<file path="src/rtl/rob_pkg.sv">
package rob_pkg;
  typedef enum logic [1:0] {
    KIND_REG    = 2'b00,
    KIND_STORE  = 2'b01,
    KIND_BRANCH = 2'b10
  } rob_kind_e;
endpackage

</file>
<file path="src/rtl/rob_track.sv">
module rob_track #(
  parameter int DEPTH = 8,
  localparam int TW = $clog2(DEPTH),
  localparam int CW = TW + 1
) (
  input  logic          clk,
  input  logic          rst_n,
  input  logic          push,
  input  logic          pop,
  input  logic          squash,
  output logic [TW-1:0] head,
  output logic [TW-1:0] tail,
  output logic [CW-1:0] count,
  output logic          full
);
  always_ff @(posedge clk) begin
    if (!rst_n) begin
      head  <= '0;
      tail  <= '0;
      count <= '0;
    end else if (squash) begin
      head  <= head + 1'b1;
      tail  <= head + 1'b1;
      count <= '0;
    end else begin
      if (pop)  head <= head + 1'b1;
      if (push) tail <= tail + 1'b1;
      case ({push, pop})
        2'b10:   count <= count + 1'b1;
        2'b01:   count <= count - 1'b1;
        default: count <= count;
      endcase
    end
  end

  assign full = (count == CW'(DEPTH));
endmodule

</file>
<file path="src/rtl/rob_slots.sv">
module rob_slots
  import rob_pkg::*;
#(
  parameter int DEPTH = 8,
  parameter int XLEN  = 32,
  parameter int RW    = 5,
  localparam int TW = $clog2(DEPTH)
) (
  input  logic            clk,
  input  logic            rst_n,
  input  logic            wr_en,
  input  logic [TW-1:0]   wr_idx,
  input  rob_kind_e       wr_kind,
  input  logic [RW-1:0]   wr_dest,
  input  logic            cpl_en,
  input  logic [TW-1:0]   cpl_idx,
  input  logic [XLEN-1:0] cpl_value,
  input  logic [XLEN-1:0] cpl_addr,
  input  logic            cpl_misp,
  input  logic            cpl_fault,
  input  logic [TW-1:0]   hd_idx,
  output rob_kind_e       hd_kind,
  output logic [RW-1:0]   hd_dest,
  output logic [XLEN-1:0] hd_value,
  output logic [XLEN-1:0] hd_addr,
  output logic            hd_ready,
  output logic            hd_misp,
  output logic            hd_fault,
  input  logic [TW-1:0]   lk_idx,
  output logic            lk_ready,
  output logic [XLEN-1:0] lk_value
);
  rob_kind_e       kind_q  [DEPTH];
  logic [RW-1:0]   dest_q  [DEPTH];
  logic [XLEN-1:0] value_q [DEPTH];
  logic [XLEN-1:0] addr_q  [DEPTH];
  logic [DEPTH-1:0] ready_q, misp_q, fault_q;

  for (genvar s = 0; s < DEPTH; s++) begin : g_slot
    logic take, fill;
    assign take = wr_en && (wr_idx == TW'(s));
    assign fill = cpl_en && (cpl_idx == TW'(s));
    always_ff @(posedge clk) begin
      if (!rst_n) begin
        kind_q[s]  <= KIND_REG;
        dest_q[s]  <= '0;
        value_q[s] <= '0;
        addr_q[s]  <= '0;
        ready_q[s] <= 1'b0;
        misp_q[s]  <= 1'b0;
        fault_q[s] <= 1'b0;
      end else if (take) begin
        kind_q[s]  <= wr_kind;
        dest_q[s]  <= wr_dest;
        ready_q[s] <= 1'b0;
        misp_q[s]  <= 1'b0;
        fault_q[s] <= 1'b0;
      end else if (fill) begin
        value_q[s] <= cpl_value;
        addr_q[s]  <= cpl_addr;
        ready_q[s] <= 1'b1;
        misp_q[s]  <= cpl_misp;
        fault_q[s] <= cpl_fault;
      end
    end
  end

  assign hd_kind  = kind_q[hd_idx];
  assign hd_dest  = dest_q[hd_idx];
  assign hd_value = value_q[hd_idx];
  assign hd_addr  = addr_q[hd_idx];
  assign hd_ready = ready_q[hd_idx];
  assign hd_misp  = misp_q[hd_idx];
  assign hd_fault = fault_q[hd_idx];
  assign lk_ready = ready_q[lk_idx];
  assign lk_value = value_q[lk_idx];
endmodule

</file>
<file path="src/rtl/rob_core.sv">
module rob_core
  import rob_pkg::*;
#(
  parameter int DEPTH = 8,
  parameter int XLEN  = 32,
  parameter int RW    = 5,
  localparam int TW = $clog2(DEPTH),
  localparam int CW = TW + 1
) (
  input  logic            clk,
  input  logic            rst_n,
  input  logic            alloc_valid,
  input  logic [1:0]      alloc_kind,
  input  logic [RW-1:0]   alloc_dest,
  output logic            alloc_ready,
  output logic [TW-1:0]   alloc_tag,
  input  logic            done_valid,
  input  logic [TW-1:0]   done_tag,
  input  logic [XLEN-1:0] done_value,
  input  logic [XLEN-1:0] done_addr,
  input  logic            done_mispredict,
  input  logic            done_fault,
  input  logic [TW-1:0]   lookup_tag,
  output logic            lookup_hit,
  output logic [XLEN-1:0] lookup_value,
  output logic            reg_we,
  output logic [RW-1:0]   reg_dest,
  output logic [XLEN-1:0] reg_value,
  output logic            st_release,
  output logic [XLEN-1:0] st_addr,
  output logic [XLEN-1:0] st_data,
  output logic            redirect,
  output logic            exc_valid,
  output logic [TW-1:0]   exc_tag
);
  // distance of a tag from the oldest entry, in allocation order
  function automatic logic [TW-1:0] age_of(input logic [TW-1:0] tag,
                                           input logic [TW-1:0] oldest);
    return tag - oldest;
  endfunction

  function automatic logic is_live(input logic [TW-1:0] tag,
                                   input logic [TW-1:0] oldest,
                                   input logic [CW-1:0] used);
    return CW'(age_of(tag, oldest)) < used;
  endfunction

  logic [TW-1:0]   head, tail;
  logic [CW-1:0]   count;
  logic            full;
  rob_kind_e       hd_kind;
  logic [RW-1:0]   hd_dest;
  logic [XLEN-1:0] hd_value, hd_addr, lk_value;
  logic            hd_ready, hd_misp, hd_fault, lk_ready;

  // named events
  logic alloc_fire, done_live, commit_fire, squash;

  assign commit_fire = (count != '0) && hd_ready;
  assign squash      = commit_fire &&
                       (hd_fault || (hd_kind == KIND_BRANCH && hd_misp));
  assign alloc_ready = !full && !squash;
  assign alloc_fire  = alloc_valid && alloc_ready;
  assign alloc_tag   = tail;
  assign done_live   = done_valid && is_live(done_tag, head, count);

  rob_track #(.DEPTH(DEPTH)) u_track (
    .clk(clk), .rst_n(rst_n),
    .push(alloc_fire), .pop(commit_fire), .squash(squash),
    .head(head), .tail(tail), .count(count), .full(full)
  );

  rob_slots #(.DEPTH(DEPTH), .XLEN(XLEN), .RW(RW)) u_slots (
    .clk(clk), .rst_n(rst_n),
    .wr_en(alloc_fire), .wr_idx(tail), .wr_kind(rob_kind_e'(alloc_kind)),
    .wr_dest(alloc_dest),
    .cpl_en(done_live), .cpl_idx(done_tag), .cpl_value(done_value),
    .cpl_addr(done_addr), .cpl_misp(done_mispredict), .cpl_fault(done_fault),
    .hd_idx(head), .hd_kind(hd_kind), .hd_dest(hd_dest), .hd_value(hd_value),
    .hd_addr(hd_addr), .hd_ready(hd_ready), .hd_misp(hd_misp),
    .hd_fault(hd_fault),
    .lk_idx(lookup_tag), .lk_ready(lk_ready), .lk_value(lk_value)
  );

  assign lookup_hit   = lk_ready && is_live(lookup_tag, head, count);
  assign lookup_value = lk_value;

  assign reg_we     = commit_fire && !hd_fault && hd_kind == KIND_REG;
  assign reg_dest   = hd_dest;
  assign reg_value  = hd_value;
  assign st_release = commit_fire && !hd_fault && hd_kind == KIND_STORE;
  assign st_addr    = hd_addr;
  assign st_data    = hd_value;
  assign redirect   = commit_fire && !hd_fault && hd_kind == KIND_BRANCH && hd_misp;
  assign exc_valid  = commit_fire && hd_fault;
  assign exc_tag    = head;

  assert_no_overflow_R3: assert property (@(posedge clk) disable iff (!rst_n)
    (full && alloc_valid && !commit_fire) |=> (count == CW'(DEPTH)));

  assert_single_retire_R5: assert property (@(posedge clk) disable iff (!rst_n)
    $onehot0({reg_we, st_release, redirect, exc_valid}));

  assert_head_advances_R4: assert property (@(posedge clk) disable iff (!rst_n)
    commit_fire |=> (head == TW'($past(head) + 1'b1)));

  assert_squash_empties_R9: assert property (@(posedge clk) disable iff (!rst_n)
    (redirect || exc_valid) |=> (count == '0));

  assert_empty_no_retire_R1: assert property (@(posedge clk) disable iff (!rst_n)
    (count == '0) |-> !(reg_we || st_release || redirect || exc_valid));
endmodule

</file>
<file path="config.mk">
export PLATFORM = sky130hd
export DESIGN_NAME = rob_core
export DESIGN_NICKNAME = d
export VERILOG_FILES = /design/src/rtl/rob_pkg.sv /design/src/rtl/rob_track.sv /design/src/rtl/rob_slots.sv /design/src/rtl/rob_core.sv
export SDC_FILE = /design/constraint.sdc
export NUM_CORES = 1
export LEC_CHECK = 0
export ABC_AREA = 1
export BUFFER_PORTS_ARGS = -buffer_cell sky130_fd_sc_hd__buf_2
export CELL_PAD_IN_SITES_DETAIL_PLACEMENT = 0
export CELL_PAD_IN_SITES_GLOBAL_PLACEMENT = 2
export CORE_ASPECT_RATIO = 2
export CORE_MARGIN = 8
export CORE_UTILIZATION = 43
export CTS_BUF_LIST = sky130_fd_sc_hd__clkbuf_2 sky130_fd_sc_hd__clkbuf_4 sky130_fd_sc_hd__clkbuf_8
export CTS_CLUSTER_SIZE = 16
export DETAILED_ROUTE_END_ITERATION = 10
export PLACE_DENSITY_LB_ADDON = 0.1
export SYNTH_ARGS = -nofsm -noshare
export SYNTH_HDL_FRONTEND = slang
export SYNTH_SLANG_ARGS = --single-unit
</file>
<file path="constraint.sdc">
create_clock -name clk -period 20.4 [get_ports clk]
set_clock_uncertainty 0.2 [all_clocks]
set_input_delay 0 -clock clk [delete_from_list [all_inputs] [get_ports clk]]
set_output_delay 0 -clock clk [all_outputs]
set_load 0.005 [all_outputs]
</file>
# ---- Word level (Yosys, flattened, before mapping)
# Memory sizes are Yosys's and may differ from the RTL's. A register that Yosys moved wholly into a read port is not among the register bits.
# Cells that the tools add are included.
dict set report totals {
  register_bits 34
  ram_bits 568
  output_inout_bits 145
  word_cells 252
  mem_count 4
}
# name depth word_bits rd rd_clocked_by_memory_dff write_ports line_no
set memory_table {}
lappend memory_table {u_slots.addr_q 8 32 1 1 8 rob_slots.sv:36} ;# logic [XLEN-1:0] addr_q [DEPTH];
lappend memory_table {u_slots.value_q 8 32 2 1 8 rob_slots.sv:35} ;# logic [XLEN-1:0] value_q [DEPTH];
lappend memory_table {u_slots.dest_q 8 5 1 1 8 rob_slots.sv:34} ;# logic [RW-1:0] dest_q [DEPTH];
lappend memory_table {u_slots.kind_q 8 2 1 1 8 rob_slots.sv:33} ;# rob_kind_e kind_q [DEPTH];
dict set report op_classes {
  n_addsub 6
  n_lt_le_gt_ge 4
  eq_ne 19
  muxes 110
  n_bitwise 33
  n_reduce_logical 49
}
# operator count
set op_table {}
lappend op_table {{32-bit 2-to-1 mux} 16}
lappend op_table {{1-bit 2-to-1 mux} 61}
lappend op_table {{5-bit 2-to-1 mux} 8}
lappend op_table {{3-bit 2-to-1 mux} 12}
lappend op_table {{1-bit OR} 32}
lappend op_table {{1-bit logical AND} 29}
lappend op_table {{3-bit equality test (second input constant)} 8}
lappend op_table {{2-bit OR reduction} 9}
lappend op_table {{2-bit 2-to-1 mux} 8}
lappend op_table {{1-bit binary-select mux with 3-bit select} 4}
lappend op_table {{3-bit by 2-bit equality test with 1-bit output (second input constant)} 4}
lappend op_table {{3-bit by 4-bit less-than comparator with 1-bit output} 2}
lappend op_table {{3-bit by 4-bit less-than comparator with 1-bit output (second input constant)} 2}
lappend op_table {{4-bit case mux with 2 select lines} 1}
lappend op_table {{3-bit by 1-bit adder with 3-bit output (second input constant)} 2}
lappend op_table {{3-bit by 1-bit equality test with 1-bit output (second input constant)} 2}
lappend op_table {{3-bit logical NOT} 2}
lappend op_table {{2-bit nonzero test} 3}
lappend op_table {{3-bit subtractor} 2}
lappend op_table {{4-bit by 1-bit adder with 4-bit output (second input constant)} 1}
lappend op_table {{2-bit by 1-bit equality test with 1-bit output (second input constant)} 2}
lappend op_table {{2-bit equality test (second input constant)} 2}
lappend op_table {{4-bit equality test (second input constant)} 1}
lappend op_table {{4-bit nonzero test} 1}
lappend op_table {{5 further kinds} 7}

# ---- Depth between registers and ports, before layout
dict set report logic_depth {
  depth_word 13
  ltp_mapped 21
  mapped_depth_nobuf 20
}

# ---- Hierarchy
# Synthesis repeated with hierarchy kept, for this count alone.
dict set report unflattened {
  hier_cells 4170
  area_unflattened_um2 32522.4
}
# module n_inst cells_per_inst area_per_inst_um2 seq_area_each_um2
set by_module_without_submodules {}
lappend by_module_without_submodules {rob_slots 1 4010 31382.6 17536.8}
lappend by_module_without_submodules {rob_core 1 86 579.3 0.0}
lappend by_module_without_submodules {rob_track 1 74 560.5 200.2}

# ---- Least setup slack after synthesis
# No wires, ideal clock.
dict set report synth_path {
  path_type {register to register}
  start {reg u_track.head[0]}
  end {mem u_slots.addr_q[3][0], enable pin}
  setup_ps 574
  arrival_time_ps 6647
  required_time_ps 19626
  slack_ps 12979
  path_stages_with_launch 12
  period_less_slack_ps 7421
  path_cell_list {dfxtp_1 -> ha_1 -> inv_1 -> fa_1 -> xnor2_1 -> xor2_1 -> ha_1 -> nand3b_1 -> nand3_1 -> nor2_1 -> nand2_1 -> o21ai_0}
}
# item line_no
set synth_lines {}
lappend synth_lines {{from (decl)} rob_track.sv:11} ;# output logic [TW-1:0] head,
lappend synth_lines {{from (signal assigned)} rob_track.sv:22} ;# head <= head + 1'b1;
lappend synth_lines {{from (signal assigned)} rob_track.sv:26} ;# if (pop) head <= head + 1'b1;
lappend synth_lines {{to (decl)} rob_slots.sv:36}

==> summary.json <==
{
  "final_core_utilization_pct": 49.1,
  "place.gp.congestion": 0.797,
  "setup_viol_count_final": 0,
  "register_bit_total_from_synthesis": 605,
  "synth_edf_count": 568,
  "max_freq_ghz": 0.182,
  "setup_total_negative_slack_ps": 0,
  "asyncSetResetFlopFracSynth_pct": 0,
  "timing.critical_path.from_type": "register",
  "detailed_place_hpwl_um": 50000,
  "core-area_sq_um": 68400,
  "rows": 136,
  "finish.net_count": 3464,
  "tightestPinTransition_ps": 1110,
  "cts.path.max_buffers": 3,
  "clk_latency_ps": 720,
  "cts_tree": "done",
  "hold_class": "in2reg",
  "synth_top_flop_cell": "edfxtp_1",
  "place_ws_ps": 15080,
  "via_density_per_instance": 5.39,
  "maxSlewViolCount": 0,
  "post_synth.cell_area_avg_sq_um": 9.33,
  "area_fraction_of_the_dominant_cell_type_after_synthesis_pct": 57.6,
  "floorplan.die.width_um": 202,
  "power.density_nw_per_um2": 78.0,
  "hold_violations": 0,
  "synth_sequential_area_ratio_pct": 60.1,
  "flow.area_growth_from_synthesis_pct": 13.5,
  "post_synth_most_frequent_cells": "nor2_1 (928), edfxtp_1 (568), o21ai_0 (415)",
  "postLayoutCellArea_sq_um": 33600,
  "run_status": "completed",
  "vias": 23352,
  "post_synth_instance_area_sq_um": 29600,
  "reported_leakage_power_nw": 13.4,
  "synth.area.top_cells": "edfxtp_1 (58%), nor2_1 (12%), o21ai_0 (7.0%)",
  "cts_inserted_buffers": 87,
  "antenna_left": 0,
  "antenna_found_initial": 1,
  "htree_num_levels": 3,
  "worst-endpoint-arrival_ps": 5280,
  "synthesis.instances": 3175,
  "fillers": 6552,
  "post-route-worst-setup-slack_ps": 14920,
  "drtPass1Iterations": 5,
  "route.detailed.wl_per_inst_um": 20.9,
  "gr-usage-all-layers_pct": 22.6,
  "maxCapViolations": 0,
  "clk_pin_slew_worst_paths_ps": 60,
  "ir_worst_vdd_mv": 0.0556,
  "grt_start_max_net_pins": 104,
  "synth.yosys.warnings": 0,
  "placement.cell_area_sq_um": 30900,
  "syn_nets": 3277,
  "drt_drc_violations_left": 0,
  "worstSetupPathType": "reg2out",
  "layout_min_cycle_time_ps": 5480,
  "final_cell_count_no_fill": 4329,
  "grt-ovfl-total": 0,
  "placement.io_buffers": 227,
  "io_pins": 228,
  "die_height_um": 387,
  "cts-root-buf": "clkbuf_8",
  "grt_first_pass_wirelength_um": 137000,
  "placedCellCount": 4068,
  "worst_ep_required_time_ps": 20200,
  "critPathMaxFanout": 103,
  "grt_setup_unrepaired": "false",
  "crit_path_end_kind": "output pin",
  "full_die_area_sq_um": 78000,
  "drt_wl_total_um": 90400,
  "post-synth-top-count-cell": "nor2_1",
  "initial_core_util_pct": 43.3,
  "grt_pass1_vias": 23122,
  "synth.lib_cells_used.distinct": 34,
  "timing.hold.ws_ps": 48.9,
  "layout-drive-gt1-share_pct": 13.0,
  "initialDrtViolationCount": 1702,
  "report.power.total_mw": 2.62,
  "timing.max_slew.rel_slack_pct": 26.2,
  "yosys.area.top_type": "edfxtp_1",
  "clock_sink_count": 605,
  "final.period_utilization_pct": 26.9
}
[cell families after synthesis]
| family | count (synthesis) | share of synthesized area (%) |
|---|---|---|
| AO/OA/AOI/OAI | 779 | 14.3 |
| XOR/XNOR | 7 | 0.207 |
| adder cells (fa/ha/maj) | 19 | 0.879 |
| buffers and inverters | 507 | 7.73 |
| flip-flops | 605 | 60.1 |
| AND/OR/NAND/NOR | 1258 | 16.7 |
[where the power goes]
part / internal (mW) / total (mW) / switching [mW]
clock network: 0.474 / 0.954 / 0.480
registers: 1.41 / 1.43 / 0.0194
logic: 0.0757 / 0.240 / 0.164
total: 1.96 / 2.62 / 0.664
[per-layer routing]
metal	up-vias	wire, um	GRT usage [%]
met5	-	0	0
met4	0	2250	7.44
met3	153	5340	3.71
met2	754	43900	38.3
met1	11267	38900	29.0
li1	11178	-	-
[path summary, 6_finish.rpt]
path | from | to | slack (ps) | depth (start not counted)
min reg2reg | u_slots.ready_q[7] | u_slots.ready_q[7] | 280 | 2
min | done_value[10] | u_slots.value_q[4][10] | 50 | 4
max | register | st_addr[28] | 14920 | 8
max reg2reg | u_track.head[0] | u_slots.value_q[0][3] | 15030 | 15
[cell usage in the layout (no fill, tap or decap), types with 30 or more instances in the layout]
cell and count:
o22ai_1 37, a31oi_1 101, edfxtp_1 568, clkbuf_8 92, a21oi_1 156, buf_4 37
nor3_1 42, o21ai_0 413, inv_1 230, clkbuf_4 30, dfxtp_1 35, nand2_1 206
buf_2 225, nand3_1 41, nor2_1 928, o211ai_1 65, dlygate4sd3_1 102
[registers in the layout (all words and copies together) (netlist names), named ones only]
| name | count |
|---|---|
| u_slots.addr_q | 256 |
| u_slots.value_q | 256 |
| u_slots.dest_q | 40 |
| u_slots.kind_q | 16 |
| u_slots.fault_q | 8 |
| u_slots.misp_q | 8 |
| u_slots.ready_q | 8 |
| u_track.count | 4 |
| u_track.head | 3 |
| u_track.tail | 3 |
[layout make-up]
type | count | area [sq um] | share of cell area [%]
diodes | 1 | 2.50 | 0.00744
well taps | 897 | 1120 | 3.34
repair buffers | 365 | 2440 | 7.25
clock buffers | 122 | 1490 | 4.44
inverters | 240 | 911 | 2.71
clock inverters | 36 | 180 | 0.536
flip-flops and latches | 605 | 17800 | 53.0
multi-input cells | 2063 | 9670 | 28.8
[critical path, cell delays in order (launching register included)]
cell and delay [ps]:
dfxtp_4 740, buf_4 710, buf_4 900, buf_4 920
o21ai_0 230, o22ai_1 200, nor2_1 60, a31oi_1 420
buf_2 210
[timing repair]
action / CTS / global route
hold endpoints to repair: 626 / 0
gates resized for setup: 0 / 0
hold buffers: 102 / 0
buffers inserted: 0 / 0
Note: power is estimated with default switching activity, not from simulation.
